$ cat src/rtl/chr_route_pkg.sv
package chr_route_pkg;
  localparam int NUM_BANK_REGS = 8;
  localparam int IDX_W         = $clog2(NUM_BANK_REGS);
  localparam int STYLE_W       = 6;
  // style register field positions
  localparam int STY_NT_ROM    = 4;
  localparam int STY_OVERRIDE  = 5;
  // CPU page codes seen on the upper address nibble
  localparam logic [3:0] PAGE_BANK_LO = 4'hD;
  localparam logic [3:0] PAGE_BANK_HI = 4'hE;
  localparam logic [3:0] PAGE_STYLE   = 4'hB;
  localparam logic [1:0] STYLE_SUBREG = 2'd3;
endpackage

$ cat src/rtl/chr_bank_regs.sv
module chr_bank_regs
  import chr_route_pkg::*;
#(
  parameter int DW        = 8,
  parameter int CPU_AW    = 16,
  parameter bit SWAP_A0A1 = 1'b0
) (
  input  logic              clk,
  input  logic              rst_n,
  input  logic              wr_en,
  input  logic [CPU_AW-1:0] wr_addr,
  input  logic [DW-1:0]     wr_data,
  output logic [DW-1:0]     bank_q [NUM_BANK_REGS],
  output logic [STYLE_W-1:0] style_q
);
  localparam int HALF = NUM_BANK_REGS / 2;

  logic [3:0] page;
  logic [1:0] sub;
  logic       unused_mid_addr;

  assign page = wr_addr[CPU_AW-1 -: 4];
  assign unused_mid_addr = ^wr_addr[CPU_AW-5:2];

  generate
    if (SWAP_A0A1) begin : g_swapped
      assign sub = {wr_addr[0], wr_addr[1]};
    end else begin : g_straight
      assign sub = wr_addr[1:0];
    end
  endgenerate

  for (genvar i = 0; i < NUM_BANK_REGS; i++) begin : g_bank
    localparam logic [3:0] MY_PAGE = (i < HALF) ? PAGE_BANK_LO : PAGE_BANK_HI;
    localparam logic [1:0] MY_SUB  = 2'(i % HALF);
    always_ff @(posedge clk) begin
      if (!rst_n)
        bank_q[i] <= '0;
      else if (wr_en && page == MY_PAGE && sub == MY_SUB)
        bank_q[i] <= wr_data;
    end
  end

  always_ff @(posedge clk) begin
    if (!rst_n)
      style_q <= '0;
    else if (wr_en && page == PAGE_STYLE && sub == STYLE_SUBREG)
      style_q <= wr_data[STYLE_W-1:0];
  end

  logic unused_style_data;
  assign unused_style_data = ^wr_data[DW-1:STYLE_W];
endmodule

$ cat src/rtl/chr_slot_map.sv
module chr_slot_map
  import chr_route_pkg::*;
#(
  parameter int PPU_AW = 14
) (
  input  logic [PPU_AW-1:0] ppu_addr,
  input  logic [2:0]        mode_bits,
  output logic [IDX_W-1:0]  reg_idx,
  output logic              two_k,
  output logic              is_nt
);
  localparam int NT_BIT   = PPU_AW - 1;
  localparam int SLOT_LSB = 10;

  logic [2:0] slot;
  logic [1:0] nt_slot;

  assign is_nt   = ppu_addr[NT_BIT];
  assign slot    = ppu_addr[SLOT_LSB +: 3];
  assign nt_slot = ppu_addr[SLOT_LSB +: 2];

  always_comb begin
    reg_idx = '0;
    two_k   = 1'b0;
    if (!is_nt) begin
      unique case (mode_bits[1:0])
        2'd0: reg_idx = slot;
        2'd1: begin
          reg_idx = {1'b0, slot[2:1]};
          two_k   = 1'b1;
        end
        default: begin
          if (!slot[2]) begin
            reg_idx = slot;
          end else begin
            reg_idx = {2'b10, slot[1]};
            two_k   = 1'b1;
          end
        end
      endcase
    end else begin
      unique case (mode_bits)
        3'd1, 3'd5:       reg_idx = {1'b1, nt_slot};
        3'd2, 3'd3, 3'd4: reg_idx = {2'b11, nt_slot[0]};
        default:          reg_idx = {2'b11, nt_slot[1]};
      endcase
    end
  end
endmodule

$ cat src/rtl/chr_a10_sel.sv
module chr_a10_sel
  import chr_route_pkg::*;
(
  input  logic [STYLE_W-1:0] style,
  input  logic               is_nt,
  input  logic               two_k,
  input  logic               reg_lsb,
  input  logic               ppu_a10,
  input  logic               ppu_a11,
  output logic               a10
);
  logic ovr;
  assign ovr = style[STY_OVERRIDE];

  always_comb begin
    a10 = reg_lsb;
    if (!is_nt) begin
      if (two_k && ovr) a10 = ppu_a10;
    end else if (ovr) begin
      unique case (style[3:0])
        4'h0, 4'h7: a10 = ppu_a10;
        4'h3, 4'h4: a10 = ppu_a11;
        4'h8, 4'hF: a10 = 1'b0;
        4'hB, 4'hC: a10 = 1'b1;
        default:    a10 = reg_lsb;
      endcase
    end else if (!style[STY_NT_ROM]) begin
      a10 = ppu_a10;   // CIRAM without override: vertical arrangement
    end
  end
endmodule

$ cat src/rtl/chr_bank_router.sv
module chr_bank_router
  import chr_route_pkg::*;
#(
  parameter int DW        = 8,
  parameter int CPU_AW    = 16,
  parameter int PPU_AW    = 14,
  parameter bit SWAP_A0A1 = 1'b0
) (
  input  logic              clk,
  input  logic              rst_n,
  input  logic              cpu_wr_en,
  input  logic [CPU_AW-1:0] cpu_addr,
  input  logic [DW-1:0]     cpu_wdata,
  input  logic [PPU_AW-1:0] ppu_addr,
  output logic [DW-1:0]     chr_bank,
  output logic              chr_rom_sel,
  output logic              ciram_sel,
  output logic              ciram_a10
);
  logic [DW-1:0]      bank_q [NUM_BANK_REGS];
  logic [STYLE_W-1:0] style_q;
  logic [IDX_W-1:0]   reg_idx;
  logic               two_k;
  logic               is_nt;
  logic [DW-1:0]      picked;
  logic               a10;
  logic               unused_low_ppu;

  assign unused_low_ppu = ^ppu_addr[9:0];

  chr_bank_regs #(.DW(DW), .CPU_AW(CPU_AW), .SWAP_A0A1(SWAP_A0A1)) u_regs (
    .clk     (clk),
    .rst_n   (rst_n),
    .wr_en   (cpu_wr_en),
    .wr_addr (cpu_addr),
    .wr_data (cpu_wdata),
    .bank_q  (bank_q),
    .style_q (style_q)
  );

  chr_slot_map #(.PPU_AW(PPU_AW)) u_map (
    .ppu_addr  (ppu_addr),
    .mode_bits (style_q[2:0]),
    .reg_idx   (reg_idx),
    .two_k     (two_k),
    .is_nt     (is_nt)
  );

  assign picked = bank_q[reg_idx];

  chr_a10_sel u_a10 (
    .style   (style_q),
    .is_nt   (is_nt),
    .two_k   (two_k),
    .reg_lsb (picked[0]),
    .ppu_a10 (ppu_addr[10]),
    .ppu_a11 (ppu_addr[11]),
    .a10     (a10)
  );

  assign chr_bank    = {picked[DW-1:1], a10};
  assign ciram_a10   = a10;
  assign ciram_sel   = is_nt && !style_q[STY_NT_ROM];
  assign chr_rom_sel = !ciram_sel;
endmodule

$ cat config.mk
export PLATFORM = sky130hd
export DESIGN_NAME = chr_bank_router
export DESIGN_NICKNAME = d
export VERILOG_FILES = /design/src/rtl/chr_route_pkg.sv /design/src/rtl/chr_bank_regs.sv /design/src/rtl/chr_slot_map.sv /design/src/rtl/chr_a10_sel.sv /design/src/rtl/chr_bank_router.sv
export SDC_FILE = /design/constraint.sdc
export NUM_CORES = 1
export LEC_CHECK = 0
export CELL_PAD_IN_SITES_DETAIL_PLACEMENT = 1
export CELL_PAD_IN_SITES_GLOBAL_PLACEMENT = 1
export CORE_MARGIN = 8
export CORE_UTILIZATION = 47
export DETAILED_ROUTE_END_ITERATION = 10
export PLACE_DENSITY_LB_ADDON = 0.1
export SETUP_SLACK_MARGIN = 0.05
export SYNTH_ARGS = -nofsm -noshare
export SYNTH_HDL_FRONTEND = slang
export SYNTH_SLANG_ARGS = --single-unit
export TNS_END_PERCENT = 5
$ cat constraint.sdc
create_clock -name clk -period 7 [get_ports clk]
set_clock_uncertainty 0.15 [all_clocks]
set_input_delay 0.7 -clock clk [delete_from_list [all_inputs] [get_ports clk]]
set_output_delay 0.7 -clock clk [all_outputs]
set_load 0.1 [all_outputs]
==> results of run 1 <==
-- report_power, final --
part / leakage (uW) / total [uW] / switching (uW) / internal (uW)
clock network: 0.000110 / 371 / 159 / 211
registers: 0.000564 / 400 / 0.884 / 399
logic: 0.000800 / 84.0 / 49.3 / 34.7
-- kinds of logic (layout without fill, tap and decap cells) --
logic type,count (synthesis),count (layout),share of synthesized area
fa+ha+maj,4,4,0.01381
compound gates,21,21,0.05284
flops,70,70,0.3867
mux,95,95,0.3280
simple gates,101,101,0.1768
buf+inv,30,59,0.04178
-- worst max path at each step --
stage / end / cells after the start / slack [ns]
floorplan: chr_bank[0] / 9 / 2.15
global route: ciram_a10 / 8 / 1.61
CTS: chr_bank[0] / 8 / 1.79
finish: chr_bank[0] / 8 / 1.80
detailed placement: chr_bank[0] / 8 / 1.79
global placement: chr_bank[0] / 8 / 1.82
-- per-layer routing --
metal / vias up / share of wire / GRT usage
met3: 9 / 0.027 / 0.04275
met1: 1223 / 0.49 / 0.2070
li1: 1191 / - / -
met2: 33 / 0.47 / 0.2727
met5: - / 0 / 0
met4: 0 / 0.011 / 0.04654
-- final cells by class --
class	count	area (um2)
Fill cell	808	3407
Multi-Input combinational cell	221	2074
Sequential cell	70	1401
Timing Repair Buffer	36	347.8
Clock buffer	11	141.4
Tap cell	102	127.6
Clock inverter	5	81.33
Inverter	7	26.28
-- worst max-delay path, stage by stage --
cell and delay [ns]:
clkdlybuf4s50_1 0.65, and2b_2 0.34, o211ai_1 0.13, and2_1 0.65
mux2_2 0.30, o221ai_1 0.12, a22oi_1 0.26, clkdlybuf4s50_1 1.19
-- cell usage in the layout (no fill, tap or decap), drive strengths merged, types with 2 or more instances in the layout --
cell / instances
a211oi: 4
o21ai: 2
nand3b: 3
buf: 5
mux4: 14
bufinv: 2
nor4b: 2
mux2i: 73
inv: 8
or3: 3
a21oi: 2
mux2: 8
nand2b: 5
nor2b: 71
nor3: 2
clkdlybuf4s50: 31
nor2: 6
nor4: 2
clkbuf: 11
ha: 4
dfxtp: 70
-- per-stage QoR --
stage	power (uW)	hold slack, ns	area [um2]	util	worst slack [ns]
floorplan	468.9	0.3236	3623	-	2.148
global placement	493.4	0.3398	3978	0.5229	1.821
detailed placement	494.1	0.3507	3978	0.5229	1.790
CTS	862.0	0.3721	4200	0.5521	1.795
global route	884.8	0.3977	4200	0.5521	1.608
finish	855.0	0.3655	4200	0.5521	1.801
-- state kept, by name (all words and copies together) (netlist names) --
signal          cells
u_regs.style_q      6
u_regs.bank_q      64
==> impl_metrics.tcl, run 1 <==
set metrics [dict create \
    grt_pass1_wl_um 13940 \
    cp-startpoint "ppu_addr[13]" \
    synth.top_cells.by_area "dfxtp_1 39%, mux2i_1 20%, nor2b_1 12%, mux4_1 5.1%, mux4_2 4.4%" \
    postCtsHoldBufs 0 \
    netlist_top_cells_count "73 x mux2i_1, 70 x dfxtp_1, 70 x nor2b_1" \
    die_area_mm2 0.01078 \
    synth_edf_count 0 \
    grt.overflow.total 0 \
    wl_per_cell_um 19.12 \
    min_period_ns 5.199 \
    die_h_um 103.8 \
    nNetsFinal 390 \
    grt_use_total 0.1650 \
    rows 32 \
    worstHoldEndpoint "u_regs.bank_q[30]$_SDFFE_PN0P_" \
    clk_pin_slew_ns 0.07 \
    antenna_found_initial 0 \
    wirelength_um 8640 \
    drv_slew 0 \
    whs_path_depth 2 \
    cts_tree "built" \
    power_leakage_uw 0.001474 \
    crit_required_ns 6.15 \
    cts_sinks 70 \
    post_cts_buffers 0 \
    ys.flop_type "dfxtp_1" \
    timing.reg2reg.setup_slack_ns 6.12 \
    hp-start "u_regs.bank_q[30]$_SDFFE_PN0P_" \
    cts-root-buf "clkbuf_8" \
    cp_data_arrival_time_ns 4.35 \
    drc 0 \
    irDropWorstVdd_mv 0.1090 \
    path_class "primary input to output pin" \
    max_freq_ghz 0.1924 \
    synth.distinct_cells 50 \
    synth.most_common_cell "mux2i_1" \
    relSlewSlack 0.1481 \
    grt_max_degree 71 \
    tightestPinTransition_ns 1.273 \
    area_growth_pct 15.92 \
    rsz0062_at_grt "no" \
    cap_viol_max_count 0 \
    drive_gt1_frac 0.1229 \
    firstDrtPassIters 6 \
    setup_tns_ns 0 \
    io_pins 52 \
    cts_max_level 3 \
    die_w_um 103.8 \
    async_reset_ff_frac 0 \
    drt_iter0_drc 57 \
    synth.top_cell.area_share 0.3867 \
    hold_path_class "flip-flop to flip-flop" \
    cts_buffers 9 \
    clockBufferDepth 2 \
    finalHoldViolCount 0 \
    cts_resized 0 \
    finalSetupViolations 0 \
    avgSynthCellArea_um2 11.29 \
    reg2regPathDepth 2 \
    via_per_inst 5.434 \
    io_buffers 31 \
    yosys.area.top_type "dfxtp_1" \
    num_vias 2456 \
    coreArea_mm2 0.007607 \
    ys_seq_area_frac 0.3867 \
    outcome "finished, final reports clean" \
    synth_seq_cells 70 \
    dpl.hpwl_um 5456 \
    grt_pass1_vias 2637 \
    start_kind "primary input" \
    postSynthCellCount 321 \
    critPathCaptureType "output pin" \
    dp.cells 436 \
    instances_no_fill 452 \
    critical_path.max_fanout 11 \
    yosysWarnings 0 \
    gp_congestion 0.7688 \
    r2r-end "u_regs.style_q[2]$_SDFFE_PN0P_" \
    r2r-start "u_regs.style_q[2]$_SDFFE_PN0P_" \
    ant_nets 0 \
    power.density_mw_per_mm2 203.6 \
    min_period_over_period 0.7426 \
    antennaDiodeCount 0 \
    clk-insertion-delay-late_ns 0.34 \
    syn_nets 366 \
    start_util 0.4763 \
    synth_area_mm2 0.003623 \
]
Note: power is estimated with default switching activity, not from simulation.
==> inputs of run 2 (changes only) <==
- CORE_UTILIZATION: 47 -> 39
- clock period: 7 -> 4.7 ns (I/O delays scaled with it)
==> run 2 against run 1 <==
Net effect: sequential cell count stayed put; via count is 1.4% lower; critical path depth is 1 higher; core utilization is 8.1 points lower; register-to-register slack worse by 2.3 ns; sequential power is 49% higher.
==> impl_metrics.tcl, run 2 (synthesized netlist as in run 1, its figures left out) <==
set metrics [dict create \
    cts_buffers 9 \
    crit_path_top_delay_cell "a2111oi_0" \
    die_area_mm2 0.01263 \
    io_buffers 31 \
    drv_slew 0 \
    finalHoldViolCount 0 \
    postCtsHoldBufs 0 \
    start_kind "flip-flop" \
    firstDrtPassIters 4 \
    rows 35 \
    place_area_mm2 0.004109 \
    clk-insertion-delay-late_ns 0.33 \
    antennaDiodeCount 0 \
    irDropWorstVdd_mv 0.1974 \
    cts-root-buf "clkbuf_8" \
    min_period_ns 4.055 \
    power_leakage_uw 0.001522 \
    coreArea_mm2 0.009109 \
    path_cells "inv_1, ha_1, o21bai_2, a2111oi_0, mux2i_1, a211oi_1, o221ai_1, a22oi_1, buf_12" \
    via_per_inst 5.218 \
    grt_pass1_wl_um 14420 \
    io_pins 52 \
    die_w_um 112.4 \
    antenna_found_initial 0 \
    finalSetupViolations 0 \
    nFillCells 981 \
    drive_gt1_frac 0.1530 \
    rsz0062_at_grt "no" \
    clk_pin_slew_ns 0.08 \
    max_freq_ghz 0.2466 \
    grt_max_degree 71 \
    fin_util 0.4709 \
    die_h_um 112.4 \
    wirelength_um 8711 \
    final_cell_mix "73 x mux2i_1, 70 x nor2b_1, 70 x dfxtp_1" \
    regMostFlops "u_regs.bank_q" \
    relSlewSlack 0.1817 \
    design_area_mm2 0.004289 \
    min_period_over_period 0.8627 \
    cts_max_level 3 \
    power.density_mw_per_mm2 277.5 \
    ff_latch_area_mm2 0.001401 \
    area_growth_pct 18.37 \
    multi_input_area_mm2 0.002074 \
    whs_path_depth 2 \
    cts_resized 0 \
    crit_required_ns 4.08 \
    start_util 0.3978 \
    largest_registers "u_regs.bank_q x64, u_regs.style_q x6" \
    clockBufferDepth 2 \
    drc 0 \
    tightestPinTransition_ns 1.223 \
    whs_ns 0.3636 \
    path_class "flip-flop to output pin" \
    largest_reg_flops 64 \
    cap_viol_max_count 0 \
    grt_use_total 0.1469 \
    drt_iter0_drc 72 \
    dp.cells 449 \
    critical_path.max_fanout 5 \
    wl_per_cell_um 18.77 \
    grt.overflow.total 0 \
    ant_nets 0 \
    cts_tree "built" \
    cp_data_arrival_time_ns 3.43 \
    path_depth 9 \
    outcome "finished, final reports clean" \
    final_common_cell "mux2i_1" \
    gp_congestion 0.7301 \
    hold_path_class "flip-flop to flip-flop" \
    nNetsFinal 394 \
    num_vias 2421 \
    instances_no_fill 464 \
    setup_tns_ns 0 \
    post_cts_buffers 0 \
    dpl.hpwl_um 5849 \
    grt_pass1_vias 2660 \
    critPathCaptureType "output pin" \
    cts_sinks 70 \
    crit_family "compound AO/OA/AOI/OAI gates" \
    reg2regPathDepth 2 \
    slowest_delay_ns 0.67 \
    worst-path-buf-inv 2 \
]
==> run 2: path summary, 6_finish.rpt <==
| kind | startpoint | end | slack (ns) |
|---|---|---|---|
| max | u_regs.style_q[1]$_SDFFE_PN0P_ | chr_bank[0] | 0.65 |
| min reg2reg | u_regs.bank_q[21]$_SDFFE_PN0P_ | u_regs.bank_q[21]$_SDFFE_PN0P_ | 0.36 |
| max reg2reg | u_regs.style_q[1]$_SDFFE_PN0P_ | u_regs.style_q[1]$_SDFFE_PN0P_ | 3.81 |
| min | u_regs.bank_q[21]$_SDFFE_PN0P_ | u_regs.bank_q[21]$_SDFFE_PN0P_ | 0.36 |
==> run 2: final cells by class <==
cell class                      instances  area share
Tap cell                              111     0.03238
Clock buffer                           11     0.03063
Inverter                                7    0.006126
Sequential cell                        70      0.3267
Multi-Input combinational cell        221      0.4837
Timing Repair Buffer                   40      0.1091
Clock inverter                          4     0.01138
==> run 2: power by group <==
part | total [uW] | switching (uW) | internal, uW
Sequential | 596 | 1.33 | 595
Combinational | 131 | 74.5 | 57.0
Clock | 462 | 220 | 242
Total | 1190 | 296 | 894
==> run 2: through the flow <==
stage / setup slack (ns) / total power (uW)
floorplan: 0.07813 / 698.4
detailed placement: 0.7684 / 743.5
global route: 0.3952 / 1243
CTS: 0.6201 / 1214
global placement: 0.7934 / 742.0
finish: 0.6455 / 1190
==> run 2: metal layers <==
layer | wire length, um | global-route usage | up-vias
li1 | - | - | 1196
met1 | 4198 | 0.1840 | 1186
met2 | 4164 | 0.2437 | 33
met3 | 276 | 0.03811 | 6
met4 | 72 | 0.04047 | 0
met5 | 0 | 0 | -
==> run 2: tightest hold or removal path: cells and delay by family, from the launching register on <==
| kind | cells | cell delay [ns] |
|---|---|---|
| flops | 1 | 0.32 |
| mux | 1 | 0.06 |
| simple gates | 1 | 0.09 |
